<file path="src/rtl/sq_pkg.sv">
package sq_pkg;
  // known short results of the 4-bit approximation and their exact squares
  localparam logic [7:0] SQ4_SHORT_A = 8'd153;
  localparam logic [7:0] SQ4_EXACT_A = 8'd169;
  localparam logic [7:0] SQ4_SHORT_B = 8'd209;
  localparam logic [7:0] SQ4_EXACT_B = 8'd225;

  localparam int unsigned SQ_MIN_WIDTH = 2;
endpackage

</file>
<file path="src/rtl/sq_stage.sv">
// Extends the square of a[K-1:0] by operand bit K.
module sq_stage #(
  parameter int unsigned K = 1
) (
  input  logic [K:0]       a_i,
  input  logic [2*K-1:0]   r_prev_i,
  output logic [2*K+1:0]   r_o
);
  localparam int unsigned W = 2 * K + 2;

  logic [W-1:0] prev_ext;
  logic [W-1:0] t_pure;
  logic [W-1:0] t_near1;
  logic [W-1:0] t_near2;
  logic [W-1:0] far_mask;
  logic [W-1:0] near_sum;

  assign prev_ext = {2'b00, r_prev_i};
  assign t_pure   = W'(1) << (2 * K);
  // a_K*a_(K-1) has weight 2^(2K)
  assign t_near1  = a_i[K-1] ? t_pure : '0;

  generate
    if (K >= 2) begin : g_near2
      // a_K*a_(K-2) has weight 2^(2K-1)
      assign t_near2 = a_i[K-2] ? (W'(1) << (2 * K - 1)) : '0;
    end else begin : g_no_near2
      assign t_near2 = '0;
    end
  endgenerate

  // a_K*a_j for j <= K-3 lands on bit K+1+j, merged without carry
  always_comb begin
    far_mask = '0;
    for (int j = 0; j + 3 <= int'(K); j++) begin
      far_mask[K+1+j] = a_i[j];
    end
  end

  assign near_sum = prev_ext + t_pure + t_near1 + t_near2;
  assign r_o      = a_i[K] ? (near_sum | far_mask) : prev_ext;
endmodule

</file>
<file path="src/rtl/sq_fix.sv">
module sq_fix #(
  parameter int unsigned N      = 4,
  parameter bit          FIX_EN = 1'b0
) (
  input  logic [2*N-1:0] r_i,
  output logic [2*N-1:0] r_o
);
  import sq_pkg::*;

  generate
    if (FIX_EN && N == 4) begin : g_patch
      always_comb begin
        unique case (r_i)
          SQ4_SHORT_A: r_o = SQ4_EXACT_A;
          SQ4_SHORT_B: r_o = SQ4_EXACT_B;
          default:     r_o = r_i;
        endcase
      end
    end else begin : g_pass
      assign r_o = r_i;
    end
  endgenerate
endmodule

</file>
<file path="src/rtl/sq_outreg.sv">
module sq_outreg #(
  parameter int unsigned W       = 8,
  parameter bit          REG_OUT = 1'b1
) (
  input  logic         clk_i,
  input  logic         rst_ni,
  input  logic [W-1:0] d_i,
  output logic [W-1:0] q_o
);
  generate
    if (REG_OUT) begin : g_reg
      always_ff @(posedge clk_i or negedge rst_ni) begin
        if (!rst_ni) q_o <= '0;
        else         q_o <= d_i;
      end

      AST_REG_FOLLOWS: assert property (@(posedge clk_i) disable iff (!rst_ni)
        1'b1 |=> (q_o == $past(d_i))) else $error("output register lag");
    end else begin : g_comb
      assign q_o = d_i;
    end
  endgenerate
endmodule

</file>
<file path="src/rtl/sq_approx.sv">
module sq_approx #(
  parameter int unsigned N       = 4,
  parameter bit          FIX_EN  = 1'b0,
  parameter bit          REG_OUT = 1'b1
) (
  input  logic           clk_i,
  input  logic           rst_ni,
  input  logic [N-1:0]   a_i,
  output logic [2*N-1:0] sq_o
);
  import sq_pkg::*;

  localparam int unsigned RW = 2 * N;

  logic [RW-1:0] r_apx;
  logic [RW-1:0] r_fix;
  logic [RW-1:0] exact_sq;

  initial begin
    if (N < SQ_MIN_WIDTH) $error("sq_approx: N below minimum");
  end

  // one stage per operand bit above bit 0
  generate
    for (genvar k = 1; k < N; k++) begin : g_st
      logic [2*k+1:0] r;
      if (k == 1) begin : g_first
        sq_stage #(.K(k)) u_stage (
          .a_i      (a_i[k:0]),
          .r_prev_i ({1'b0, a_i[0]}),
          .r_o      (r)
        );
      end else begin : g_next
        sq_stage #(.K(k)) u_stage (
          .a_i      (a_i[k:0]),
          .r_prev_i (g_st[k-1].r),
          .r_o      (r)
        );
      end
    end
  endgenerate

  assign r_apx = g_st[N-1].r;

  sq_fix #(.N(N), .FIX_EN(FIX_EN)) u_fix (
    .r_i (r_apx),
    .r_o (r_fix)
  );

  sq_outreg #(.W(RW), .REG_OUT(REG_OUT)) u_out (
    .clk_i  (clk_i),
    .rst_ni (rst_ni),
    .d_i    (r_fix),
    .q_o    (sq_o)
  );

  assign exact_sq = RW'(a_i) * RW'(a_i);

  AST_BIT1_ZERO: assert property (@(posedge clk_i) disable iff (!rst_ni)
    r_apx[1] == 1'b0) else $error("bit 1 set");
  AST_BIT0_LSB: assert property (@(posedge clk_i) disable iff (!rst_ni)
    r_apx[0] == a_i[0]) else $error("bit 0 mismatch");
  AST_BIT2_RULE: assert property (@(posedge clk_i) disable iff (!rst_ni)
    r_apx[2] == (a_i[1] & ~a_i[0])) else $error("bit 2 mismatch");
  AST_ZERO_IN: assert property (@(posedge clk_i) disable iff (!rst_ni)
    (a_i == '0) |-> (r_fix == '0)) else $error("zero operand");
  AST_NO_OVERSHOOT: assert property (@(posedge clk_i) disable iff (!rst_ni)
    r_apx <= exact_sq) else $error("above exact square");

  generate
    if (FIX_EN && N == 4) begin : g_fix_chk
      AST_FIX_EXACT: assert property (@(posedge clk_i) disable iff (!rst_ni)
        r_fix == exact_sq) else $error("patched result inexact");
    end
  endgenerate
endmodule

</file>
<file path="config.mk">
export PLATFORM = sky130hd
export DESIGN_NAME = sq_approx
export DESIGN_NICKNAME = d
export VERILOG_FILES = /design/src/rtl/sq_pkg.sv /design/src/rtl/sq_stage.sv /design/src/rtl/sq_fix.sv /design/src/rtl/sq_outreg.sv /design/src/rtl/sq_approx.sv
export SDC_FILE = /design/constraint.sdc
export NUM_CORES = 1
export LEC_CHECK = 0
export ABC_CLOCK_PERIOD_IN_PS = 800
export BUFFER_PORTS_ARGS = -buffer_cell sky130_fd_sc_hd__buf_4
export CORE_AREA = 2 2 39 41
export CTS_BUF_LIST = sky130_fd_sc_hd__clkbuf_8
export CTS_CLUSTER_DIAMETER = 200
export CTS_CLUSTER_SIZE = 8
export DETAILED_ROUTE_END_ITERATION = 10
export DIE_AREA = 0 0 41 43
export SYNTH_ARGS = -nofsm -noshare
export SYNTH_HDL_FRONTEND = slang
export SYNTH_SLANG_ARGS = --single-unit
</file>
<file path="constraint.sdc">
create_clock -name clk_i -period 0.8 [get_ports clk_i]
set_input_delay 0.08 -clock clk_i [delete_from_list [all_inputs] [get_ports clk_i]]
set_output_delay 0.08 -clock clk_i [all_outputs]
set_load 0.01 [all_outputs]
</file>
[Word level (Yosys, flattened, before mapping)]
Cells that the tools add are included.
Widths: inputs -> output; s select.
Word-level totals
  bits in registers: 8
  bits of input ports: 6
  output and inout bits: 8
  word-level logic and storage cells: 18
Operators by class
  $add $sub $neg: 8
  mux-type cells: 8
  bitwise gates (word level): 1
Operators by type and width (count)
  $add 8x8->8: 2
  $add 6x6->6: 2
  $mux 6: 2
  $add 6x7->8 const B: 1
  $mux 4: 2
  $mux 8: 1
  $or 8x5->8: 1
  $mux 7: 1
  $add 4x5->6 const B: 1
  $mux 5: 1
  $add 1x3->4 const B: 1
  $add 4x4->4: 1
  $mux 3: 1

[Logic depth before layout (Yosys ltp)]
  depth after elaboration: 12
  gate-level depth with buffers: 2
  gate-level depth less buffers: 2

[By module]
From an unflattened synthesis, not the netlist that was laid out.
Second synthesis, totals
  cells, all modules: 43
  area total of the unflattened synthesis: 476.7 um^2
By module, submodules not included
  sq_outreg: instances 1, cells each 8, area each 200.2 um^2, sequential area each 200.2 um^2
  sq_stage at g_st[3].g_next.u_stage: instances 1, cells each 12, area each 98.8 um^2, sequential area each 0.0 um^2
  sq_stage at g_st[2].g_next.u_stage: instances 1, cells each 10, area each 82.6 um^2, sequential area each 0.0 um^2
  sq_fix: instances 1, cells each 8, area each 60.1 um^2, sequential area each 0.0 um^2
  sq_stage at g_st[1].g_first.u_stage: instances 1, cells each 4, area each 31.3 um^2, sequential area each 0.0 um^2
  sq_approx: instances 1, cells each 1, area each 3.8 um^2, sequential area each 0.0 um^2

[Least setup slack after synthesis]
No wires, ideal clock.
  kind: input-to-reg
  from: input port a_i[1]
  to: register u_out.q_o[6]
  setup time: 0.119 ns
  arrival: 0.370 ns
  required time: 0.681 ns
  path slack: 0.311 ns
  cell stages on the path: 2
  path buffers: 0
  cell sequence: nand2b_1 -> and2_1
Between the ends
  cells in the longest elaborated chain, start to end: 10
  elaborated cells on any way between the ends: 12
  those cells by class: 6 x add/sub; 5 x mux; 1 x bitwise
RTL lines
  start, declared: RTL line sq_approx.sv:8  | input logic [N-1:0] a_i,
  $mux 4: RTL line sq_stage.sv:41  | assign r_o = a_i[K] ? (near_sum | far_mask) : prev_ext;
  $add 4x5->6: RTL line sq_stage.sv:40  | assign near_sum = prev_ext + t_pure + t_near1 + t_near2;
  $add 6x6->6 (2 in series): RTL line sq_stage.sv:40
  $mux 6: RTL line sq_stage.sv:41
  $add 6x7->8: RTL line sq_stage.sv:40
  $add 8x8->8: RTL line sq_stage.sv:40
  $add 8x8->8 (*): RTL line sq_stage.sv:40
  $or 8x5->8 (*): RTL line sq_stage.sv:41
  $mux 8 (*): RTL line sq_stage.sv:41
  named net g_st[3].g_next.u_stage.r_o[6]: RTL line sq_stage.sv:7  | output logic [2*K+1:0] r_o
  end signal, assigned: RTL line sq_outreg.sv:14  | else q_o <= d_i;
  end, declared: RTL line sq_outreg.sv:8  | output logic [W-1:0] q_o
The timed path passes the listed nets; every way through them passes the cells marked *.

[Worst setup path in the final report]
  from: register u_out.q_o[7]
  to: output port sq_o[7]
RTL lines
  end, declared: RTL line sq_approx.sv:9  | output logic [2*N-1:0] sq_o
No word-level cell between the ends.

==> run summary <==
buffers and inverters on the worst path = 1
Synth Register Bits = 7
die height = 43 microns
min-delay worst type = in2reg
antenna-violating nets left = 0
clock sinks = 7
Vias/cell = 3.37
Worst setup EP type = output port
DR iter-0 viols = 0
Tot GR Track Use = 0.0605
Netlist cell types = 11
layout cells sized above 1 = 0.444
Mapped Cells = 19
first-pass GRT wire length = 683 microns
I/O Pins = 14
Largest regs = u_out.q_o (7)
Biggest register = u_out.q_o
Initial Util = 0.181
CP top delay family = flip-flops
Synth top area share = 0.700
router iterations before antenna repair = 1
Min Clock Period, post-route = 0.803 ns
Netlist Area Pre-Place = 250 sq um
synth top area cells = dfrtp_1, and2_1, nand2b_1
Fill cells = 142
sequential area share after synthesis = 0.700
TNS Setup = -0.00278 ns
Core ar. = 1380 sq um
CTS tree = yes
Placed Cells = 46
hold slack = 0.0912 ns
post-synthesis area per instance = 13.2 sq um
RSZ-0062 raised after global routing = yes
VDD IR max = 0.000454 V
Final setup viols = 1
PwrDens = 2210 nW/um^2
critical path class = reg2out
syn nets = 25
outcome = complete, but fails checks
Max-Cap Viols = 0
total congestion overflow = 0
H-tree lvl count = 1
fmax = 1250 MHz
root buf cell = clkbuf_8
max reg flops = 7
crit start category = register
drt drc = 0
setup ws final = -0.00278 ns
pin count of the biggest net entering global routing = 8
area leader, netlist = dfrtp_1
clock tree buffer depth = 2
Finished Layout Cells = 52
Final Hold Viols = 0
WP data required = 0.72 ns
FP Rows = 14
GP Congestion = 0.625
vias in the first global route = 191
Chip Width = 41 microns
crit path DAT = 0.72 ns
Layout area overhead = 76.0%
buffers added on ports = 12
antenna violations before repair = 0
period utilization = 1.00
Num CTS Buffers = 3
synth warn = 0
detailed-route wire length per cell = 8.25 microns
CP max FO = 1
total wire length = 429 microns
violated checks = negative setup slack
slowest CP cell = dfrtp_1
number of diodes = 0
Die Area = 1760 sq um
CP peak stage delay = 0.37 ns
Clock Pin Slew Worst Setup and Hold Paths = 0.04 ns
fin. max-slew vios = 0
Nets = 43
total number of vias = 175
worst path cell trace = buf_6
Static Leak = 0.218 nW
-- synthesized netlist by cell type --
master,count
nand2_1,1
buf_4,1
nand2b_1,2
and2_2,1
xor2_1,1
a21boi_1,1
o21ai_0,1
nor2b_1,1
and2_1,2
dfrtp_1,7
conb_1,1
-- routing by layer --
metal  vias to the layer above  routed length [microns]  GRT usage
met2                         6                      277      0.113
li1                         90                        -          -
met4                         0                        0     0.0800
met1                        79                      125     0.0392
met3                         0                       26          0
met5                         -                        0          0
-- per-stage QoR --
step	power (mW)	setup slack [ns]	util	cell area, sq um
finish	0.974	-0.00278	0.318	440
global route	1.01	-0.0228	0.318	440
CTS	0.984	-0.0109	0.310	429
detailed placement	0.491	0.165	0.255	353
global placement	0.490	0.170	0.255	353
floorplan	0.426	0.311	-	250
-- power breakdown --
| part | switching [mW] | internal, mW |
|---|---|---|
| Sequential | 0.00896 | 0.378 |
| Combinational | 0.0468 | 0.0734 |
| Clock | 0.136 | 0.330 |
-- worst paths after layout --
check,start,end,slack (ns),cells after the start
max in group asynchronous,rst_ni,u_out.q_o[0]$_DFF_PN0_,0.47,2
hold / removal,a_i[3],u_out.q_o[4]$_DFF_PN0_,0.09,3
setup / recovery,u_out.q_o[7]$_DFF_PN0_,sq_o[7],-0.003,1
min in group asynchronous,rst_ni,u_out.q_o[6]$_DFF_PN0_,0.21,2
-- area by class of cell --
class / count / area (sq um) / share of cell area
clock buffer: 3 / 41.3 / 0.0938
clock inverter: 1 / 3.75 / 0.00852
multi-input combinational: 11 / 67.6 / 0.153
sequential: 7 / 175 / 0.398
tap: 16 / 20.0 / 0.0455
timing repair buffer: 14 / 133 / 0.301
-- cells in the final DEF (no fill, tap or decap) --
cell,count
buf_6,6
dlygate4sd3_1,2
nor2b_1,1
xor2_1,1
o21ai_1,1
clkbuf_8,3
conb_1,1
buf_4,6
and2_2,1
and2_1,2
nand2_1,1
nand2b_1,2
inv_1,1
dfrtp_1,7
a21boi_1,1
-- logic make-up after synthesis --
| logic type | count (synthesis) | share of synthesized area |
|---|---|---|
| xor+xnor | 1 | 0.0350 |
| buf+inv | 1 | 0.0300 |
| flops | 7 | 0.700 |
| simple gates | 7 | 0.170 |
| compound gates | 2 | 0.0500 |
| other cells | 1 | 0.0150 |
-- timing repair --
| action | CTS | global route |
|---|---|---|
| resized for setup | 3 | 4 |
| setup endpoints to repair | 3 | 7 |
| buffers inserted | 0 | 0 |
| hold buffers | 2 | 0 |
| hold endpoints to repair | 8 | 0 |
| pin swaps | 0 | 1 |
(Power assumes the default switching activity.)
